File: src/rtl/tsq_pkg.sv
package tsq_pkg;
  localparam int SIDE_LAMPS = 3;
  localparam int LAMP_W     = 2 * SIDE_LAMPS;
  localparam int CODE_W     = 3;

  typedef logic [LAMP_W-1:0] lamp_t;
  typedef logic [CODE_W-1:0] code_t;

  // Lamp patterns, order {L3,L2,L1,R1,R2,R3}
  localparam lamp_t PAT_DARK = 6'b000_000;
  localparam lamp_t PAT_L1   = 6'b001_000;
  localparam lamp_t PAT_L2   = 6'b011_000;
  localparam lamp_t PAT_L3   = 6'b111_000;
  localparam lamp_t PAT_R1   = 6'b000_100;
  localparam lamp_t PAT_R2   = 6'b000_110;
  localparam lamp_t PAT_R3   = 6'b000_111;
  localparam lamp_t PAT_ALL  = 6'b111_111;

  // Compact codes
  localparam code_t CD_DARK = 3'b000;
  localparam code_t CD_L1   = 3'b001;
  localparam code_t CD_L2   = 3'b011;
  localparam code_t CD_L3   = 3'b010;
  localparam code_t CD_R1   = 3'b101;
  localparam code_t CD_R2   = 3'b111;
  localparam code_t CD_R3   = 3'b110;
  localparam code_t CD_ALL  = 3'b100;

  // Next lamp pattern from current pattern and decoded request events
  function automatic lamp_t lamp_next(lamp_t cur, logic go_left, logic go_right,
                                      logic go_flash, logic cut_sweep);
    lamp_t n;
    case (cur)
      PAT_DARK: begin
        if (go_flash)      n = PAT_ALL;
        else if (go_left)  n = PAT_L1;
        else if (go_right) n = PAT_R1;
        else               n = PAT_DARK;
      end
      PAT_L1:  n = cut_sweep ? PAT_ALL : PAT_L2;
      PAT_L2:  n = cut_sweep ? PAT_ALL : PAT_L3;
      PAT_R1:  n = cut_sweep ? PAT_ALL : PAT_R2;
      PAT_R2:  n = cut_sweep ? PAT_ALL : PAT_R3;
      default: n = PAT_DARK; // L3, R3, all-on, and any stray value
    endcase
    return n;
  endfunction

  function automatic code_t code_of(lamp_t p);
    code_t c;
    case (p)
      PAT_L1:  c = CD_L1;
      PAT_L2:  c = CD_L2;
      PAT_L3:  c = CD_L3;
      PAT_R1:  c = CD_R1;
      PAT_R2:  c = CD_R2;
      PAT_R3:  c = CD_R3;
      PAT_ALL: c = CD_ALL;
      default: c = CD_DARK;
    endcase
    return c;
  endfunction

  function automatic lamp_t lamps_of(code_t c);
    lamp_t p;
    case (c)
      CD_L1:   p = PAT_L1;
      CD_L2:   p = PAT_L2;
      CD_L3:   p = PAT_L3;
      CD_R1:   p = PAT_R1;
      CD_R2:   p = PAT_R2;
      CD_R3:   p = PAT_R3;
      CD_ALL:  p = PAT_ALL;
      default: p = PAT_DARK;
    endcase
    return p;
  endfunction
endpackage

File: src/rtl/tsq_request_decode.sv
module tsq_request_decode (
  input  logic req_left,
  input  logic req_right,
  input  logic req_hazard,
  output logic go_left,
  output logic go_right,
  output logic go_flash,
  output logic cut_sweep
);
  always_comb begin
    go_flash  = req_hazard | (req_left & req_right);
    go_left   = req_left  & ~req_right & ~req_hazard;
    go_right  = req_right & ~req_left  & ~req_hazard;
    cut_sweep = req_hazard;
  end
endmodule

File: src/rtl/tsq_state_store.sv
module tsq_state_store #(
  parameter bit COMPACT_CODE = 1'b0
) (
  input  logic                     clk,
  input  logic                     rst,
  input  logic [tsq_pkg::LAMP_W-1:0] nxt_lamps,
  output logic [tsq_pkg::LAMP_W-1:0] cur_lamps
);
  import tsq_pkg::*;

  generate
    if (COMPACT_CODE) begin : g_code
      code_t code_q;
      always_ff @(posedge clk) begin
        if (rst) code_q <= CD_DARK;
        else     code_q <= code_of(nxt_lamps);
      end
      assign cur_lamps = lamps_of(code_q);
    end else begin : g_lamp
      lamp_t lamp_q;
      always_ff @(posedge clk) begin
        if (rst) lamp_q <= PAT_DARK;
        else     lamp_q <= nxt_lamps;
      end
      assign cur_lamps = lamp_q;
    end
  endgenerate
endmodule

File: src/rtl/turn_sequencer.sv
module turn_sequencer #(
  parameter bit COMPACT_CODE = 1'b0
) (
  input  logic       clk,
  input  logic       rst,
  input  logic       req_left,
  input  logic       req_right,
  input  logic       req_hazard,
  output logic [5:0] lamps
);
  import tsq_pkg::*;

  logic  go_left, go_right, go_flash, cut_sweep;
  lamp_t cur_lamps, nxt_lamps;

  tsq_request_decode u_dec (
    .req_left   (req_left),
    .req_right  (req_right),
    .req_hazard (req_hazard),
    .go_left    (go_left),
    .go_right   (go_right),
    .go_flash   (go_flash),
    .cut_sweep  (cut_sweep)
  );

  assign nxt_lamps = lamp_next(cur_lamps, go_left, go_right, go_flash, cut_sweep);

  tsq_state_store #(.COMPACT_CODE(COMPACT_CODE)) u_store (
    .clk       (clk),
    .rst       (rst),
    .nxt_lamps (nxt_lamps),
    .cur_lamps (cur_lamps)
  );

  assign lamps = cur_lamps;
endmodule

File: config.mk
export PLATFORM = sky130hd
export DESIGN_NAME = turn_sequencer
export DESIGN_NICKNAME = d
export VERILOG_FILES = /design/src/rtl/tsq_pkg.sv /design/src/rtl/tsq_request_decode.sv /design/src/rtl/tsq_state_store.sv /design/src/rtl/turn_sequencer.sv
export SDC_FILE = /design/constraint.sdc
export NUM_CORES = 1
export LEC_CHECK = 0
export ABC_AREA = 1
export ABC_CLOCK_PERIOD_IN_PS = 900
export BUFFER_PORTS_ARGS = -buffer_cell sky130_fd_sc_hd__buf_4
export CELL_PAD_IN_SITES_DETAIL_PLACEMENT = 0
export CELL_PAD_IN_SITES_GLOBAL_PLACEMENT = 1
export CORE_AREA = 3 3 40 42
export CTS_BUF_LIST = sky130_fd_sc_hd__clkbuf_4 sky130_fd_sc_hd__clkbuf_8 sky130_fd_sc_hd__clkbuf_16
export DETAILED_ROUTE_END_ITERATION = 8
export DIE_AREA = 0 0 43 45
export PLACE_DENSITY_LB_ADDON = 0.1
export SETUP_SLACK_MARGIN = 0.3
export SLEW_MARGIN = 20
export SYNTH_ARGS = -nofsm -noshare
export SYNTH_HDL_FRONTEND = slang
export SYNTH_SLANG_ARGS = --single-unit
File: constraint.sdc
create_clock -name clk -period 0.9 [get_ports clk]
set_clock_uncertainty 0.05 [all_clocks]
set_input_delay 0.09 -clock clk [delete_from_list [all_inputs] [get_ports clk]]
set_output_delay 0.09 -clock clk [all_outputs]
set_load 0.01 [all_outputs]
# After elaboration in Yosys (flattened, before gate mapping)
# Index checks and enable logic that the tools add are counted.
totals:
  register_bits: 6
  in_bits: 5
  out_inout_bits: 6
  elab_cells: 23
classes:
  eq_ne: 4
  mux: 8
  bitwise_logic: 9
  n_reduce_logical: 1
op_table:
  columns: ["op", "count"]
  rows:
  - ["$pmux W6 S5", 1]
  - ["$mux W6", 4]
  - ["$eq A6 B3 Y1 const B", 2]
  - ["$eq A6 B4 Y1 const B", 1]
  - ["$eq A6 B5 Y1 const B", 1]
  - ["$logic_not A6 Y1", 1]
  - ["$mux W3", 2]
  - ["$and A1 B1 Y1", 5]
  - ["$mux W4", 1]
  - ["$not A1 Y1", 3]
  - ["$or A1 B1 Y1", 1]

# Longest topological paths before layout
# Gate-level depths: netlist of run 1.
logic_depth:
  depth_word: 7
  mapped_depth: 6
  ltp_nobuf: 6

# Cells and area by module
# A second synthesis of run 1 with hierarchy kept.
hier_totals:
  cells_unflattened: 63
  area_unflattened_um2: 379.1
by_module_without_submodules:
  columns: ["mod", "instances", "cells_per_inst", "area_each_um2", "seq_area_each_um2"]
  rows:
  - ["turn_sequencer", 1, 35, 172.7, 0.0]
  - ["tsq_state_store", 1, 18, 165.2, 120.1]
  - ["tsq_request_decode", 1, 10, 41.3, 0.0]

# Least setup slack after synthesis of run 1
# OpenSTA, ideal clock, no wires.
synth_path:
  kind: "reg-to-reg"
  from: "register u_store.g_lamp.lamp_q[3], in the netlist u_store.cur_lamps[3]"
  to: "register u_store.g_lamp.lamp_q[0], in the netlist u_store.cur_lamps[0]"
  setup_ps: 64
  arrival_time_ps: 875
  required_time_ps: 786
  slack_ps: -89
  path_stages_with_launch: 7
  n_path_buf: 0
  period_less_slack_ps: 989
  path_cell_list: "dfxtp_1 > inv_1 > nor2_1 > nand4_1 > nand3_1 > nand2_1 > nor2_1"
synth_via:
  elab_chain_len: 2
  word_cells_on_any_way: 6
  cone_classes: "4 x eq/ne; 1 x mux; 1 x reduce/logical"
synth_lines:
  columns: ["item", "line_no", "rtl"]
  rows:
  - ["start: declaration", "tsq_state_store.sv:20", "lamp_t lamp_q;"]
  - ["start signal: assignment", "tsq_state_store.sv:23", "else lamp_q <= nxt_lamps;"]
  - ["$eq A6 B3 Y1 (tied with other cells)", "tsq_pkg.sv:33", "case (cur)"]
  - ["$pmux W6 S5 (*)", "tsq_pkg.sv:33", null]
# Every way passes the cells marked *; elsewhere a longest branch is shown, timed or not.
# A chain may end at the register's enable or synchronous reset.

# Final worst setup path of run 1
layout_path:
  from: "register u_store.g_lamp.lamp_q[1], in the netlist u_store.cur_lamps[1]"
  to: "register u_store.g_lamp.lamp_q[3], in the netlist u_store.cur_lamps[3]"
# Same word-level chain as after synthesis.

==> results of run 1 <==
metal layers:
| metal | track usage [%] | part of all wire (%) | vias to the layer above |
|---|---|---|---|
| li1 | - | - | 181 |
| met1 | 10.58 | 45 | 151 |
| met2 | 15.87 | 48 | 7 |
| met3 | 3.586 | 5.6 | 2 |
| met4 | 5.422 | 0.78 | 0 |
| met5 | 0 | 0 | - |
repair_timing:
action	CTS	global route
gates resized for setup	7	4
setup endpoints to repair	12	12
pin swaps	8	1
setup buffers	0	2
final cells by class:
class	count	area, um2	share of cell area [%]
Tap cell	15	18.77	3.505
Timing Repair Buffer	14	135.1	25.23
Sequential cell	6	137.6	25.70
Clock buffer	4	30.03	5.607
Multi-Input combinational cell	29	176.4	32.94
Inverter	10	37.54	7.009
cell usage in the layout (no fill, tap or decap):
master                     n
sky130_fd_sc_hd__clkbuf_4  4
sky130_fd_sc_hd__nand2_1   7
sky130_fd_sc_hd__nor2_1    4
sky130_fd_sc_hd__dfxtp_2   2
sky130_fd_sc_hd__inv_1     7
sky130_fd_sc_hd__buf_6     8
sky130_fd_sc_hd__nand3_1   6
sky130_fd_sc_hd__or2_0     2
sky130_fd_sc_hd__dfxtp_4   4
sky130_fd_sc_hd__nor2_2    2
sky130_fd_sc_hd__buf_4     6
sky130_fd_sc_hd__inv_2     3
sky130_fd_sc_hd__nand4_4   1
sky130_fd_sc_hd__nor2_4    3
sky130_fd_sc_hd__nand4_1   4
power by group through the flow:
stage	sequential, mW	clock (mW)	combinational, mW
floorplan	0.683	0	0.616
global placement	0.618	0	1.08
detailed placement	0.623	0	1.08
CTS	0.642	0.309	1.18
global route	0.676	0.328	1.48
finish	0.654	0.295	1.31
logic make-up (layout without fill, tap and decap cells):
logic type,Yosys count,in the layout,synth area share (%)
and+or+nand+nor,29,29,48.36
buffers and inverters,10,28,12.29
DFF,6,6,39.35
critical path: stages (launching register included):
cell and delay [ns]:
sky130_fd_sc_hd__dfxtp_2 0.34, sky130_fd_sc_hd__nor2_4 0.17, sky130_fd_sc_hd__buf_4 0.13, sky130_fd_sc_hd__nand4_1 0.09
sky130_fd_sc_hd__nand3_1 0.09, sky130_fd_sc_hd__nand2_1 0.05, sky130_fd_sc_hd__inv_1 0.04
final timing paths:
kind,depth (start not counted),slack [ns],startpoint,to
hold / removal,4,0.03,rst,u_store.cur_lamps[3]
setup / recovery,6,-0.11,u_store.cur_lamps[1],u_store.cur_lamps[3]
hold reg to reg,3,0.57,u_store.cur_lamps[1],u_store.cur_lamps[0]
setup reg to reg,6,-0.11,u_store.cur_lamps[1],u_store.cur_lamps[3]
through the flow:
step	util, %	std cells
final	41.67	78
after detailed placement	34.76	72
after floorplan	-	45
after global routing	41.67	78
after CTS	39.05	76
after global placement	34.76	72
==> summary.txt, run 1 <==
Worst Setup Start Kind: flop
Internal Dissipation: 1.353 mW
global-route wire length before repair: 1373 um
Routed Antenna Nets: 0
predominant post-synthesis flop cell: sky130_fd_sc_hd__dfxtp_1
final-report hold violation count: 0
register bit count reported by yosys: 6
initial antenna violation count: 0
Arr. time, crit path: 1.15 ns
die width: 43 um
critical path peak fanout: 5
initial cell density of the core: 23.76%
clock tree from TritonCTS: done
largest net degree at the start of global routing: 6
Routed Wire Length: 771 um
clk sinks: 6
worst IR drop on VDD: 1525 uV
initial DRC count: 5
Initial DRT Pass Iterations: 4
FMAX: 988.4 MHz
final HPWL from detailed placement: 629.9 um
via count normalized by instance count: 4.372
Max Buffers Root-to-Sink: 2
post-layout worst setup margin: -0.1118 ns
violated checks: negative setup slack
most common cell in the synthesized netlist: sky130_fd_sc_hd__inv_1
status: finished, violations left
WL per Instance: 9.885 um
gate count of the mapped netlist: 45
total power consumption of the routed design: 2.263 mW
number of global-route vias before repair: 338
sequential area share after synthesis: 39.34%
unrepaired setup endpoints after global routing: true
number of filler cells placed in the layout: 138
power dissipated by switching net loads: 910.3 uW
number of hold-repair buffers added at the cts stage: 0
Boundary Pins: 11
post-route fraction of the period consumed by the critical path: 112.4%
WHS: 0.03149 ns
crit path time final: 1.012 ns
Cell Rows: 13
post-synthesis area per instance: 6.784 um2
number of diodes added for antenna fixing: 0
post-route standard cell area excluding fillers: 535.5 um2
overall routing resource usage: 9.567%
total power divided by cell area: 4226 nW/um2
number of nets in the finished design: 69
remaining design rule violation count: 0
Final Wtd Congestion: 0.7269
proportion of layout cells with a drive suffix above 1: 52.38%
relative contribution of the clock network to total power: 13.0%
Worst Path Class, Setup: flop to flop
post-synthesis to final-layout area growth: 75.41%
die span in y: 45 um
flip-flop count of the largest register after layout: 6
cell area reported after detailed placement: 446.7 um2
count of maximum capacitance violations: 0
clock slew at the register clock pins of the worst setup and hold paths: 0.05 ns
final-report setup violation count: 8
final-layout setup total negative slack: -0.5371 ns
static leakage: 0.2721 nW
portion of synthesized cell area occupied by the leading cell type: 39.34%
endpoint required time on the critical path: 1.04 ns
class of the tightest hold or removal check: input port to flop
largest area contributor in the netlist: sky130_fd_sc_hd__dfxtp_1
Core Region: 1285 um2
Net Sw Frac: 40.22%
aggregate global routing overflow: 0
count of port buffers added during placement: 10
total nets after synthesis: 50
final-report max-slew violation count: 0
clock root buffer: sky130_fd_sc_hd__clkbuf_4
Comb power frac: 58.1%
proportion of power drawn by flip-flops and latches: 28.9%
worst max-slew margin expressed relative to the limit: 89.37%
type of element capturing the critical path: flop
deepest level of the CTS H-tree: 1
post-synthesis cell type count: 10
warning count from the yosys run: 0
Post-Place Setup Slack: -0.09914 ns
Netlist Area Pre-Place: 305.3 um2
Synth top cells by count: 9 x sky130_fd_sc_hd__inv_1, 7 x sky130_fd_sc_hd__nand2_1, 6 x sky130_fd_sc_hd__dfxtp_1, 6 x sky130_fd_sc_hd__nand3_1, 6 x sky130_fd_sc_hd__nor2_1
floorplan die area: 1935 um2
fraction of registers with async set/reset: 0%
biggest area contributors in the synthesized netlist: sky130_fd_sc_hd__dfxtp_1 39%, sky130_fd_sc_hd__inv_1 11%, sky130_fd_sc_hd__nand3_1 9.8%
number of buffers created by CTS: 3
Tightest Pin Transition: 0.1591 ns
source-to-sink clock delay at the later pin of the worst-skew pair: 0.24 ns
number of flops mapped to enable cells by yosys: 0
via total after detailed routing: 341
Power figures use the tool's default switching activity.
==> run 2, diff against run 1 <==
--- a/config.mk
+++ b/config.mk
@@ -10,13 +10,14 @@
 export BUFFER_PORTS_ARGS = -buffer_cell sky130_fd_sc_hd__buf_4
 export CELL_PAD_IN_SITES_DETAIL_PLACEMENT = 0
 export CELL_PAD_IN_SITES_GLOBAL_PLACEMENT = 1
-export CORE_AREA = 3 3 40 42
+export CORE_MARGIN = 3
+export CORE_UTILIZATION = 27
 export CTS_BUF_LIST = sky130_fd_sc_hd__clkbuf_4 sky130_fd_sc_hd__clkbuf_8 sky130_fd_sc_hd__clkbuf_16
 export DETAILED_ROUTE_END_ITERATION = 8
-export DIE_AREA = 0 0 43 45
 export PLACE_DENSITY_LB_ADDON = 0.1
 export SETUP_SLACK_MARGIN = 0.3
 export SLEW_MARGIN = 20
 export SYNTH_ARGS = -nofsm -noshare
 export SYNTH_HDL_FRONTEND = slang
+export SYNTH_HIERARCHICAL = 1
 export SYNTH_SLANG_ARGS = --single-unit
==> run 2 against run 1 <==
  * The run ends with negative hold slack, negative setup slack left
  * Clock power fell by 16%
  * Utilization rose by 9.0 points
  * Sequential power shrank 25%
  * Sequential share of layout area is 3.5 points lower
  * Routed wire length increased by 21%
  * Global-route usage up 1.8 points
  * Count of clock-buffer cells in the layout fell by 1
  * Highest routed layer is now met3
==> summary.txt, run 2 <==
biggest area contributors in the synthesized netlist: sky130_fd_sc_hd__dfxtp_1 32%, sky130_fd_sc_hd__nor2_1 15%, sky130_fd_sc_hd__inv_1 12%
status: finished, violations left
Routed Wire Length: 932 um (+21%)
clk sinks: 6 (unchanged)
post-synthesis area per instance: 6.018 um2 (-11%)
Routed Antenna Nets: 0 (unchanged)
clock slew at the register clock pins of the worst setup and hold paths: 0.05 ns (about the same)
die width: 43.47 um (+1.1%)
overall routing resource usage: 11.37% (+1.8 points)
Core Region: 1201 um2 (-6.5%)
aggregate global routing overflow: 0 (unchanged)
register bit count reported by yosys: 6 (unchanged)
static leakage: 0.3161 nW (+16%)
share of the core filled with cells: 50.63% (+9.0 points)
WL per Instance: 9.608 um (-2.8%)
portion of synthesized cell area occupied by the leading cell type: 31.68% (-7.7 points)
post-synthesis cell type count: 13 (+3)
Synth top cells by count: 15 x sky130_fd_sc_hd__nor2_1, 12 x sky130_fd_sc_hd__inv_1, 11 x sky130_fd_sc_hd__nand2_1
sequential area share after synthesis: 31.68% (-7.7 points)
count of maximum capacitance violations: 0 (unchanged)
endpoint required time on the critical path: 1.02 ns (-0.02 ns)
floorplan die area: 1890 um2 (-2.3%)
number of flops mapped to enable cells by yosys: 0 (unchanged)
number of buffers created by CTS: 3 (unchanged)
initial DRC count: 16 (+11)
largest area contributor in the netlist: sky130_fd_sc_hd__dfxtp_1
total nets after synthesis: 68 (+36%)
total power consumption of the routed design: 1.672 mW (-26%)
total power divided by cell area: 2750 nW/um2 (-35%)
clock root buffer: sky130_fd_sc_hd__clkbuf_4
final-report setup violation count: 9 (+1)
Max Buffers Root-to-Sink: 2 (unchanged)
Arr. time, crit path: 1.16 ns (about the same)
initial cell density of the core: 31.56% (+7.8 points)
post-synthesis to final-layout area growth: 60.40%
critical path peak fanout: 3 (-2)
flip-flop count of the largest register after layout: 6 (unchanged)
most common cell in the synthesized netlist: sky130_fd_sc_hd__nor2_1
leading cell types in the layout, fill and taps excluded: 12 x sky130_fd_sc_hd__nor2_1, 11 x sky130_fd_sc_hd__inv_1, 11 x sky130_fd_sc_hd__buf_4
post-route fraction of the period consumed by the critical path: 115.6% (+3.2 points)
count of port buffers added during placement: 10 (unchanged)
Boundary Pins: 11 (unchanged)
predominant post-synthesis flop cell: sky130_fd_sc_hd__dfxtp_1
Initial DRT Pass Iterations: 4 (unchanged)
worst max-slew margin expressed relative to the limit: 88.80% (-0.57 points)
cell-by-cell trace of the critical path: inv_2 -> nand2_2 -> nor2_4 -> nand2_1 -> nand2_1 -> inv_2 -> nand2_1 -> inv_1 -> nor2_1
die span in y: 43.47 um (-3.4%)
global-route wire length before repair: 1614 um (+18%)
largest net degree at the start of global routing: 7 (+1)
final HPWL from detailed placement: 738.5 um (+17%)
CP dominant cell by count: sky130_fd_sc_hd__nand2_1
clock tree from TritonCTS: done
FMAX: 961.3 MHz (-2.7%)
number of nets in the finished design: 90 (+30%)
gate count of the mapped netlist: 63 (+40%)
Worst Path Class, Setup: flop to flop
Final Wtd Congestion: 0.7409 (+1.9%)
unrepaired setup endpoints after global routing: true
Netlist Area Pre-Place: 379.1 um2 (+24%)
via total after detailed routing: 427 (+25%)
deepest level of the CTS H-tree: 1 (unchanged)
class of the tightest hold or removal check: input port to flop
warning count from the yosys run: 6 (+6)
proportion of layout cells with a drive suffix above 1: 45.78% (-6.6 points)
post-CTS setup buffers: 0 (unchanged)
initial antenna violation count: 0 (unchanged)
WHS: -0.007199 ns (-0.03869 ns)
via count normalized by instance count: 4.402 (+0.69%)
fraction of registers with async set/reset: 0% (unchanged)
source-to-sink clock delay at the later pin of the worst-skew pair: 0.24 ns (about the same)
Cell Rows: 12 (-1)
remaining design rule violation count: 0 (unchanged)
number of diodes added for antenna fixing: 0 (unchanged)
number of filler cells placed in the layout: 126 (-8.7%)
number of global-route vias before repair: 388 (+15%)
type of element capturing the critical path: flop
maximum cell stage delay along the critical path: 0.35 ns (about the same)
worst IR drop on VDD: 1284 uV (-16%)
most frequent standard cell in the layout excluding fill and tap cells: sky130_fd_sc_hd__nor2_1
final-report hold violation count: 6 (+6)
slowest CP cell: sky130_fd_sc_hd__dfxtp_4
Worst Setup Start Kind: flop
post-layout worst setup margin: -0.1403 ns (-0.02849 ns)
Tightest Pin Transition: 0.1673 ns (+0.008216 ns)
final-report max-slew violation count: 0 (unchanged)
violated checks: negative hold slack, negative setup slack
crit path time final: 1.040 ns (+0.02849 ns)
==> run 2: changes by cell type in the layout (fill, tap and decap cells not counted), sizes merged, moves of 2 or more <==
| cell | previous run | this run |
|---|---|---|
| inv | 10 | 15 |
| or2 | 2 | 0 |
| buf | 14 | 18 |
| nand2 | 7 | 11 |
| nor2 | 9 | 17 |
| o21ai | 0 | 2 |
==> run 2: final cells by class <==
type                    instances  area, um2  share of cell area, %
multi-input cells              41      215.2                  35.39
repair buffers                 18      161.4                  26.54
flip-flops and latches          6      135.1                  22.22
inverters                      15      56.30                  9.259
clock buffers                   3      22.52                  3.704
well taps                      14      17.52                  2.881
==> run 2: logic make-up (layout without fill, tap and decap cells) <==
kind of cell    count (synthesis)  count (layout)  share of synthesized area, %
buf+inv                        16              36                         16.83
simple gates                   38              38                         46.86
flops                           6               6                         31.68
compound gates                  3               3                         4.621
==> run 2: final timing paths <==
check,startpoint,end,slack (ns),cells after the start
worst min register to register,u_store/cur_lamps[4],u_store/cur_lamps[5],0.63,5
worst min-delay path,rst,u_store/cur_lamps[0],-0.007,2
worst max register to register,u_store/cur_lamps[1],u_store/cur_lamps[3],-0.14,9
worst max-delay path,u_store/cur_lamps[1],u_store/cur_lamps[3],-0.14,9
==> run 2: worst max-delay path: cells and delay by family (launching register included) <==
family                 cells  cell delay (ns)
buffers and inverters      3             0.14
DFF                        1             0.35
and+or+nand+nor            6             0.43
==> run 2: timing repair <==
item	CTS	global route
endpoints found under the hold margin	6	3
resized for setup	16	2
pin swaps	3	1
endpoints found under the setup margin	12	12
==> run 2: metal layers <==
| layer | GRT usage, % | part of all wire [%] |
|---|---|---|
| met1 | 13.55 | 43 |
| met2 | 19.17 | 52 |
| met3 | 4.979 | 5.0 |
| met4 | 1.807 | 0 |
| met5 | 0 | 0 |
==> run 2: where the power goes <==
| part | internal, mW | switching (mW) |
|---|---|---|
| clock network | 0.151 | 0.0984 |
| logic | 0.457 | 0.475 |
| registers | 0.377 | 0.114 |
==> run 2: stage by stage <==
step | TNS (ns) | instance area (um2) | instances | setup WS, ns | hold WS [ns]
after global placement | -0.9556 | 534.3 | 94 | -0.1911 | 0.2442
after detailed placement | -0.8485 | 534.3 | 94 | -0.1697 | 0.2497
after global routing | -1.660 | 608.1 | 97 | -0.2486 | -0.009802
after CTS | -0.9276 | 603.1 | 97 | -0.1376 | -0.01526
after floorplan | -0.4341 | 389.1 | 63 | -0.08586 | 0.1038
final | -0.9249 | 608.1 | 97 | -0.1403 | -0.007199
